### config.mk
export PLATFORM = sky130hd
export DESIGN_NAME = pwmx_engine
export DESIGN_NICKNAME = d
export VERILOG_FILES = /design/src/rtl/pwmx_pkg.sv /design/src/rtl/pwmx_seq.sv /design/src/rtl/pwmx_timebase.sv /design/src/rtl/pwmx_duty_bank.sv /design/src/rtl/pwmx_lane.sv /design/src/rtl/pwmx_engine.sv
export SDC_FILE = /design/constraint.sdc
export NUM_CORES = 1
export LEC_CHECK = 0
export BUFFER_PORTS_ARGS = -buffer_cell sky130_fd_sc_hd__buf_2
export CORE_ASPECT_RATIO = 1.75
export CORE_MARGIN = 2
export CORE_UTILIZATION = 45
export DETAILED_ROUTE_END_ITERATION = 6
export PLACE_DENSITY = 0.71
export SYNTH_ARGS = -nofsm -noshare
export SYNTH_HDL_FRONTEND = slang
export SYNTH_SLANG_ARGS = --single-unit
### constraint.sdc
create_clock -name clk -period 2.15 [get_ports clk]
set_input_delay 0 -clock clk [delete_from_list [all_inputs] [get_ports clk]]
set_output_delay 0 -clock clk [all_outputs]
set_load 0.01 [all_outputs]
### src/rtl/pwmx_pkg.sv
package pwmx_pkg;
    typedef enum logic [1:0] {
        ST_OFF = 2'd0,
        ST_ARM = 2'd1,
        ST_RUN = 2'd2
    } seq_state_e;
endpackage

### src/rtl/pwmx_seq.sv
module pwmx_seq
    import pwmx_pkg::*;
(
    input  logic       clk,
    input  logic       rst_n,
    input  logic       run_en,
    input  logic       wrap,
    output seq_state_e state,
    output logic       live,
    output logic       armed
);
    seq_state_e nxt;

    always_ff @(posedge clk or negedge rst_n) begin
        if (!rst_n) state <= ST_OFF;
        else        state <= nxt;
    end

    always_comb begin
        nxt = state;
        unique case (state)
            ST_OFF:  if (run_en) nxt = ST_ARM;
            ST_ARM:  if (!run_en) nxt = ST_OFF;
                     else if (wrap) nxt = ST_RUN;
            ST_RUN:  if (!run_en) nxt = ST_OFF;
            default: nxt = ST_OFF;
        endcase
    end

    always_comb begin
        live  = 1'b0;
        armed = 1'b0;
        unique case (state)
            ST_OFF:  begin live = 1'b0; armed = 1'b0; end
            ST_ARM:  begin live = 1'b1; armed = 1'b0; end
            ST_RUN:  begin live = 1'b1; armed = 1'b1; end
            default: begin live = 1'b0; armed = 1'b0; end
        endcase
    end
endmodule

### src/rtl/pwmx_timebase.sv
module pwmx_timebase #(
    parameter int DW       = 8,
    parameter int FAST_DIV = 2,
    parameter int SLOW_DIV = 16
) (
    input  logic          clk,
    input  logic          rst_n,
    input  logic          live,
    input  logic          freq_sel,
    output logic [DW-1:0] cnt,
    output logic          wrap
);
    localparam int MAXDIV = (SLOW_DIV > FAST_DIV) ? SLOW_DIV : FAST_DIV;
    localparam int PW     = $clog2(MAXDIV) + 1;
    localparam logic [PW-1:0] FAST_LIM = PW'(FAST_DIV - 1);
    localparam logic [PW-1:0] SLOW_LIM = PW'(SLOW_DIV - 1);
    localparam logic [DW-1:0] CMAX     = {DW{1'b1}};

    logic [PW-1:0] pre;
    logic [PW-1:0] lim;
    logic          tick;

    assign lim  = freq_sel ? SLOW_LIM : FAST_LIM;
    assign tick = live && (pre >= lim);
    assign wrap = tick && (cnt == CMAX);

    always_ff @(posedge clk or negedge rst_n) begin
        if (!rst_n) begin
            pre <= '0;
            cnt <= '0;
        end else if (!live) begin
            pre <= '0;
            cnt <= '0;
        end else if (tick) begin
            pre <= '0;
            cnt <= cnt + 1'b1;
        end else begin
            pre <= pre + 1'b1;
        end
    end
endmodule

### src/rtl/pwmx_duty_bank.sv
module pwmx_duty_bank #(
    parameter int NCH = 18,
    parameter int DW  = 8
) (
    input  logic              clk,
    input  logic              rst_n,
    input  logic              live,
    input  logic              wrap,
    input  logic              upd_stb,
    input  logic [NCH*DW-1:0] staged,
    output logic [NCH*DW-1:0] active
);
    logic pending;
    logic apply_ok;

    assign apply_ok = !live || wrap;

    always_ff @(posedge clk or negedge rst_n) begin
        if (!rst_n) begin
            pending <= 1'b0;
            active  <= '0;
        end else begin
            if (pending && apply_ok) active <= staged;
            if (upd_stb)       pending <= 1'b1;
            else if (apply_ok) pending <= 1'b0;
        end
    end
endmodule

### src/rtl/pwmx_lane.sv
module pwmx_lane #(
    parameter int DW = 8
) (
    input  logic          clk,
    input  logic          rst_n,
    input  logic          live,
    input  logic          armed,
    input  logic [DW-1:0] cnt,
    input  logic [DW-1:0] duty,
    input  logic          shift,
    input  logic          dc,
    input  logic          bl_mode,
    input  logic          bl_gate,
    output logic          en,
    output logic          fall
);
    localparam logic [DW-1:0] HALF = DW'(1) << (DW - 1);

    logic [DW-1:0] pc;
    logic          gate_ok;
    logic          en_q;

    assign pc      = cnt + (shift ? HALF : '0);
    assign gate_ok = !bl_mode || bl_gate;

    always_comb begin
        en = live && gate_ok && (dc || (duty > pc));
    end

    always_ff @(posedge clk or negedge rst_n) begin
        if (!rst_n) en_q <= 1'b0;
        else        en_q <= en;
    end

    assign fall = armed && en_q && !en;
endmodule

### src/rtl/pwmx_engine.sv
module pwmx_engine
    import pwmx_pkg::*;
#(
    parameter int NCH      = 18,
    parameter int DW       = 8,
    parameter int FAST_DIV = 2,
    parameter int SLOW_DIV = 16,
    parameter int NPAIR    = (NCH + 1) / 2
) (
    input  logic              clk,
    input  logic              rst_n,
    input  logic              run_en,
    input  logic              freq_sel,
    input  logic              phase_en,
    input  logic [NPAIR-1:0]  phase_sel,
    input  logic [NCH*DW-1:0] duty_wr,
    input  logic              upd_stb,
    input  logic [NCH-1:0]    dc_force,
    input  logic [NCH-1:0]    blink_mode,
    input  logic [NCH-1:0]    blink_gate,
    output logic [NCH-1:0]    ch_en,
    output logic [NCH-1:0]    ch_fall
);
    seq_state_e        seq_st;
    logic              live;
    logic              armed;
    logic              wrap;
    logic [DW-1:0]     cnt_q;
    logic [NCH*DW-1:0] act_flat;

    pwmx_seq u_seq (
        .clk    (clk),
        .rst_n  (rst_n),
        .run_en (run_en),
        .wrap   (wrap),
        .state  (seq_st),
        .live   (live),
        .armed  (armed)
    );

    pwmx_timebase #(.DW(DW), .FAST_DIV(FAST_DIV), .SLOW_DIV(SLOW_DIV)) u_tb (
        .clk      (clk),
        .rst_n    (rst_n),
        .live     (live),
        .freq_sel (freq_sel),
        .cnt      (cnt_q),
        .wrap     (wrap)
    );

    pwmx_duty_bank #(.NCH(NCH), .DW(DW)) u_bank (
        .clk     (clk),
        .rst_n   (rst_n),
        .live    (live),
        .wrap    (wrap),
        .upd_stb (upd_stb),
        .staged  (duty_wr),
        .active  (act_flat)
    );

    for (genvar gi = 0; gi < NCH; gi++) begin : g_lane
        localparam int PAIR = gi / 2;
        pwmx_lane #(.DW(DW)) u_lane (
            .clk     (clk),
            .rst_n   (rst_n),
            .live    (live),
            .armed   (armed),
            .cnt     (cnt_q),
            .duty    (act_flat[gi*DW +: DW]),
            .shift   (phase_en && phase_sel[PAIR]),
            .dc      (dc_force[gi]),
            .bl_mode (blink_mode[gi]),
            .bl_gate (blink_gate[gi]),
            .en      (ch_en[gi]),
            .fall    (ch_fall[gi])
        );
    end
endmodule

==> results of run 1 <==
[logic make-up after synthesis]
kind of cell / count (synthesis)
mux: 144
flops: 178
compound gates: 147
fa+ha+maj: 152
buf+inv: 96
xor+xnor: 19
simple gates: 189
[sequential cells by signal, summed over array words and instances (netlist names)]
| signal | cells |
|---|---|
| u_bank.active | 144 |
| u_seq.state | 2 |
| g_lane.u_lane.en_q | 18 |
| u_tb.cnt | 8 |
| u_bank.pending | 1 |
| u_tb.pre | 5 |
[final cells by class]
| cell class | instances | area (um^2) | share of cell area |
|---|---|---|---|
| multi-input combinational | 651 | 6790 | 0.408 |
| antenna | 6 | 15.0 | 0.000904 |
| clock buffer | 17 | 425 | 0.0256 |
| sequential | 178 | 4450 | 0.268 |
| tap | 308 | 385 | 0.0232 |
| inverter | 37 | 141 | 0.00851 |
| clock inverter | 15 | 111 | 0.00670 |
| timing repair buffer | 517 | 4300 | 0.259 |
[worst paths after layout]
check                                             end  depth (start not counted)  slack (ps)
worst max-delay path                      ch_fall[13]                          9        -320
worst min-delay path                u_bank.active[61]                          2          30
worst max register to register      u_bank.active[23]                          9         -90
worst min register to register       u_bank.active[0]                          1         510
max in group asynchronous          u_bank.active[101]                          3        1390
min in group clk                g_lane[9].u_lane.en_q                          5          40
[cell usage after synthesis (6+ instances only)]
cell        n  area, um^2
buf_4      36         270
a21o_1     14         105
nand2_1    35         131
o31ai_1     8        60.1
o21ai_0    19        95.1
o211ai_1   19         143
nor2_1     46         173
xnor2_1     8        70.1
buf_2       8        40.0
mux2_2     84         946
clkbuf_1    6        22.5
nor2b_1    42         263
xor2_1     11        96.3
a31oi_1    14        87.6
nor3_1     14        70.1
nand4_1    39         244
mux2_4     60         901
ha_1      152        1900
dfrtp_1   178        4450
a21oi_1    52         260
inv_1      37         139
buf_6       7        78.8
[layout by cell type, fill, tap and decap left out, types with 6 or more instances in the layout]
master         instances
diode_2                6
nand4_1               39
dlygate4sd3_1        184
clkbuf_16             21
buf_6                 16
nand2_1               34
buf_4                 40
nor3_2                10
nor2_1                42
ha_1                 140
xnor2_1                8
buf_12                26
a31oi_4               12
o21ai_1               10
a21oi_1               46
dfrtp_1              178
nor2b_1               41
o211ai_1              19
inv_1                 33
o21ai_0                9
mux2_4               141
buf_2                239
a21oi_2                6
a21o_1                14
clkinvlp_4             7
ha_4                  12
[routing by layer]
| metal | routed length, um | GRT usage |
|---|---|---|
| met5 | 0 | 0 |
| met4 | 3080 | 0.206 |
| met3 | 2000 | 0.0606 |
| met2 | 20000 | 0.512 |
| met1 | 13400 | 0.302 |
[power by group]
group | internal [mW] | switching (mW)
registers | 4.91 | 1.10
logic | 5.88 | 4.41
clock network | 1.48 | 1.46
total | 12.3 | 6.97
[stage by stage]
stage / util / hold WS (ps)
floorplan: - / -296
global placement: 0.527 / -64.8
detailed placement: 0.527 / -65.8
CTS: 0.674 / 12.3
global route: 0.697 / 44.5
finish: 0.697 / 27.8
[what timing repair did]
| item | 4_1_cts | 5_1_grt |
|---|---|---|
| hold buffers | 184 | 0 |
| gates resized for setup | 145 | 112 |
| cloned | 11 | 4 |
| pin swaps | 51 | 29 |
| buffers inserted | 24 | 12 |
| endpoints found under the hold margin | 342 | 0 |
| endpoints found under the setup margin | 151 | 179 |
==> flow_summary.ini, run 1 <==
[outcome]
outcome = complete, but fails checks
failed_checks = negative setup slack

[critical_path]
r2r-start = u_tb.pre[3]
crit_slowest_cell = dfrtp_1
crit_top_cell = buf_6
max_stage_delay_ps = 410
critPathRequiredTime_ps = 2150
setup.worst_path.end_class = output pin
startpoint = u_tb.cnt[7]
path_delay_family = compound AO/OA/AOI/OAI gates
cp_max_fo = 4
arrival_ps = 2470
path_cells = buf_6 -> xor2_4 -> buf_6 -> ha_4 -> nand4_1 -> a21o_1 -> a31oi_4 -> nor2_1 -> buf_2
cp_num_buf_inv = 3
start_kind = register
crit_type = reg2out

[pwr]
powerDensity_nw_per_um2 = 1160
leakage_nw = 7.93
power_mw = 19.2
ir_worst_vdd_mv = 0.846

[placement]
pre_cts_ws_ps = -49.9
dp_cells = 1466
place_congestion = 0.843
port_buffers = 248
hpwl_um = 21600
placed_cell_area_um2 = 12500

[floorplan]
ios = 249
start_util = 0.455
die_w_um = 121
die-area_um2 = 25400
die_y_um = 209
placementRows = 75
core_region_area_um2 = 23800

[sta]
post-route-period-util = 1.15
max_freq_mhz = 404
setup_viol = 127
period_minus_slack_ps = 2470
drv_slew = 0
final.setup_skew_ps = 13.5
worst_slew_pin_slew_ps = 540
rsz0062_at_grt = true
finalWorstSetupSlack_ps = -323
setup-tns-final_ps = -11170
hold_viol_final = 0
max_slew_margin = 0.637

[logic_synthesis]
synth_top_family_by_area = adder cells
netlist_area_um2 = 10800
synthAdderAreaFrac = 0.175
synth_cells = 925
ys_ff_latch = 178
ys_types = 40
synth_compound_area_frac = 0.0864
ys_warn_count = 0
yosysSeqAreaShare = 0.411
synth_edf_count = 0
synth_xor_xnor_area_share = 0.0153
async_flop_share = 1.00
synthFlopType = dfrtp_1
synth.mux.area_fraction = 0.170
syn_area_per_cell_um2 = 11.7
yosys.area_share.simple = 0.0902
synth_nets = 1290

[clock_tree]
cts_sinks = 178
insertion_delay_ps = 460
h-tree-depth = 4
root_buffer = clkbuf_16
cts_tree = done
path_clk_slew_ps = 70
cts_buffers = 17
clock_tree.buffer_depth = 2

[cells_and_area]
final_cell_area_um2 = 16600
fill_cells = 1512
nets = 1767
layout-drive-gt1-share = 0.416
areaGrowthSynthToFinish_pct = 53.2
instances_no_fill = 1729

[drt]
vias_per_cell = 5.53
drc = 0
routed-via-count = 9558
wire_per_inst_um = 22.2
drt_iter0_markers = 448
ant_nets = 0
wl_um = 38400
drt-pass1-iter-count = 7

[global_route]
antenna_found_initial = 5
grt_pass1_wl_um = 55800
grt_use_total = 0.291
grt_max_degree = 65
grt.overflow.total = 0
grt_pass1_vias = 10600

[flow_run]
maxCapViolCount = 0

[worst_hold_path]
hold_class = in2async
(Power assumes the default switching activity.)
==> run 2: changes to the inputs <==
--- a/config.mk
+++ b/config.mk
@@ -7,7 +7,7 @@
 export LEC_CHECK = 0
 export BUFFER_PORTS_ARGS = -buffer_cell sky130_fd_sc_hd__buf_2
 export CORE_ASPECT_RATIO = 1.75
-export CORE_MARGIN = 2
+export CORE_MARGIN = 1
 export CORE_UTILIZATION = 45
 export DETAILED_ROUTE_END_ITERATION = 6
 export PLACE_DENSITY = 0.71
==> flow_summary.ini, run 2 (synthesized netlist as in run 1, its figures left out) <==
[placement]
pre_cts_ws_ps = -42.1
hpwl_um = 21300
dp_cells = 1463
port_buffers = 248
place_congestion = 0.814

[critical_path]
start_kind = register
critPathRequiredTime_ps = 2150
path_cells = buf_6 -> xor2_4 -> ha_4 -> nand4_1 -> a21oi_2 -> nor3_2 -> a41o_1 -> buf_2
max_stage_delay_ps = 450
crit_slowest_cell = dfrtp_2
crit_type = reg2out
arrival_ps = 2570
cp_max_fo = 3
setup.worst_path.end_class = output pin

[sta]
hold_viol_final = 0
rsz0062_at_grt = true
post-route-period-util = 1.20
setup-tns-final_ps = -11380
worst_slew_pin_slew_ps = 648
period_minus_slack_ps = 2570
setup_viol = 131
final.setup_skew_ps = 13.5
drv_slew = 0
finalWorstSetupSlack_ps = -424
max_freq_mhz = 389
max_slew_margin = 0.568

[pwr]
powerDensity_nw_per_um2 = 1180
power_mw = 20.0
ir_worst_vdd_mv = 0.822
leakage_nw = 8.03

[clock_tree]
cts_buffers = 17
h-tree-depth = 4
path_clk_slew_ps = 70
cts_tree = done
root_buffer = clkbuf_16
cts_sinks = 178
insertion_delay_ps = 460
clock_tree.buffer_depth = 2

[floorplan]
start_util = 0.461
die_y_um = 207
die-area_um2 = 24700
placementRows = 74
core_region_area_um2 = 23500
ios = 249
die_w_um = 119

[drt]
vias_per_cell = 5.69
routed-via-count = 9827
wl_um = 39600
drt_iter0_markers = 456
ant_nets = 0
drc = 0
wire_per_inst_um = 22.9
drt-pass1-iter-count = 5

[global_route]
grt.overflow.total = 0
antenna_found_initial = 2
grt_use_total = 0.318
grt_pass1_wl_um = 59400
grt_pass1_vias = 11100
grt_max_degree = 60

[cells_and_area]
nets = 1773
reg.largest.list = u_bank.active: 144 flops, g_lane.u_lane.en_q: 18 flops, u_tb.cnt: 8 flops
layout-drive-gt1-share = 0.429
instances_no_fill = 1727
areaGrowthSynthToFinish_pct = 56.3
largest_reg_flops = 144
fill_cells = 1432
utilization = 0.721
final_common_cell = buf_2
regMostFlops = u_bank.active
layout_common_cells = 237 x buf_2, 189 x dlygate4sd3_1, 177 x dfrtp_1

[outcome]
failed_checks = negative setup slack
outcome = complete, but fails checks

[worst_hold_path]
hold_class = in2reg

[flow_run]
maxCapViolCount = 0
[run 2: changes by cell type in the layout (fill, tap and decap cells not counted), sizes merged]
cell | before | now
clkinv | 5 | 7
dlygate4sd3 | 184 | 189
clkbuf | 21 | 19
buf | 329 | 333
diode | 6 | 2
bufinv | 0 | 2
clkinvlp | 7 | 2
[run 2: critical path, delay by kind of cell, from the launching register on]
| family | cells | cell delay [ps] |
|---|---|---|
| AO/OA/AOI/OAI | 2 | 560 |
| XOR/XNOR | 1 | 210 |
| adder cells (fa/ha/maj) | 1 | 300 |
| buffers and inverters | 2 | 300 |
| flip-flops | 1 | 450 |
| AND/OR/NAND/NOR | 2 | 290 |
[run 2: timing repair]
action | CTS | global route
pin swaps | 63 | 45
endpoints found under the setup margin | 170 | 182
buffers inserted | 28 | 12
hold buffers | 189 | 0
cloned | 11 | 1
gates resized for setup | 226 | 81
endpoints found under the hold margin | 220 | 0
[run 2: path summary, 6_finish.rpt]
check                                  start               endpoint  slack, ps  cells past startpoint
hold reg to reg            u_bank.active[96]      u_bank.active[96]        510                      1
setup / recovery                 u_tb.cnt[7]            ch_fall[14]       -420                      8
hold / removal                   dc_force[6]  g_lane[6].u_lane.en_q         70                      4
min in group asynchronous              rst_n      u_bank.active[61]        100                      2
max in group asynchronous              rst_n     u_bank.active[137]       1300                      3
setup reg to reg                 u_tb.pre[3]      u_bank.active[33]        -80                      9
[run 2: final cells by class]
type / instances / area, um^2 / share of cell area
Multi-Input combinational cell: 651 / 7010 / 0.413
Sequential cell: 178 / 4460 / 0.263
Timing Repair Buffer: 523 / 4370 / 0.258
Clock buffer: 18 / 439 / 0.0259
Tap cell: 304 / 380 / 0.0224
Clock inverter: 14 / 153 / 0.00900
Inverter: 37 / 143 / 0.00841
Antenna cell: 2 / 5.00 / 0.000295
[run 2: where the power goes]
group / internal (mW) / leakage [nW] / switching, mW
logic: 6.08 / 5.60 / 4.59
clock network: 1.76 / 0.291 / 1.49
registers: 4.91 / 2.13 / 1.22
[run 2: per-stage QoR]
step                      area (um^2)  hold slack, ps
after global placement          12500            31.1
final                           17000            71.2
after floorplan                 10800            -296
after CTS                       16600           0.735
after detailed placement        12500            37.4
after global routing            17000            81.1
[run 2: routing by layer]
layer  global-route usage  vias to the layer above  share of wire
li1                     -                     4312              -
met1                0.324                     4894           0.35
met2                0.578                      433           0.54
met3               0.0560                      188          0.042
met4                0.224                        0          0.067
met5                    0                        -              0
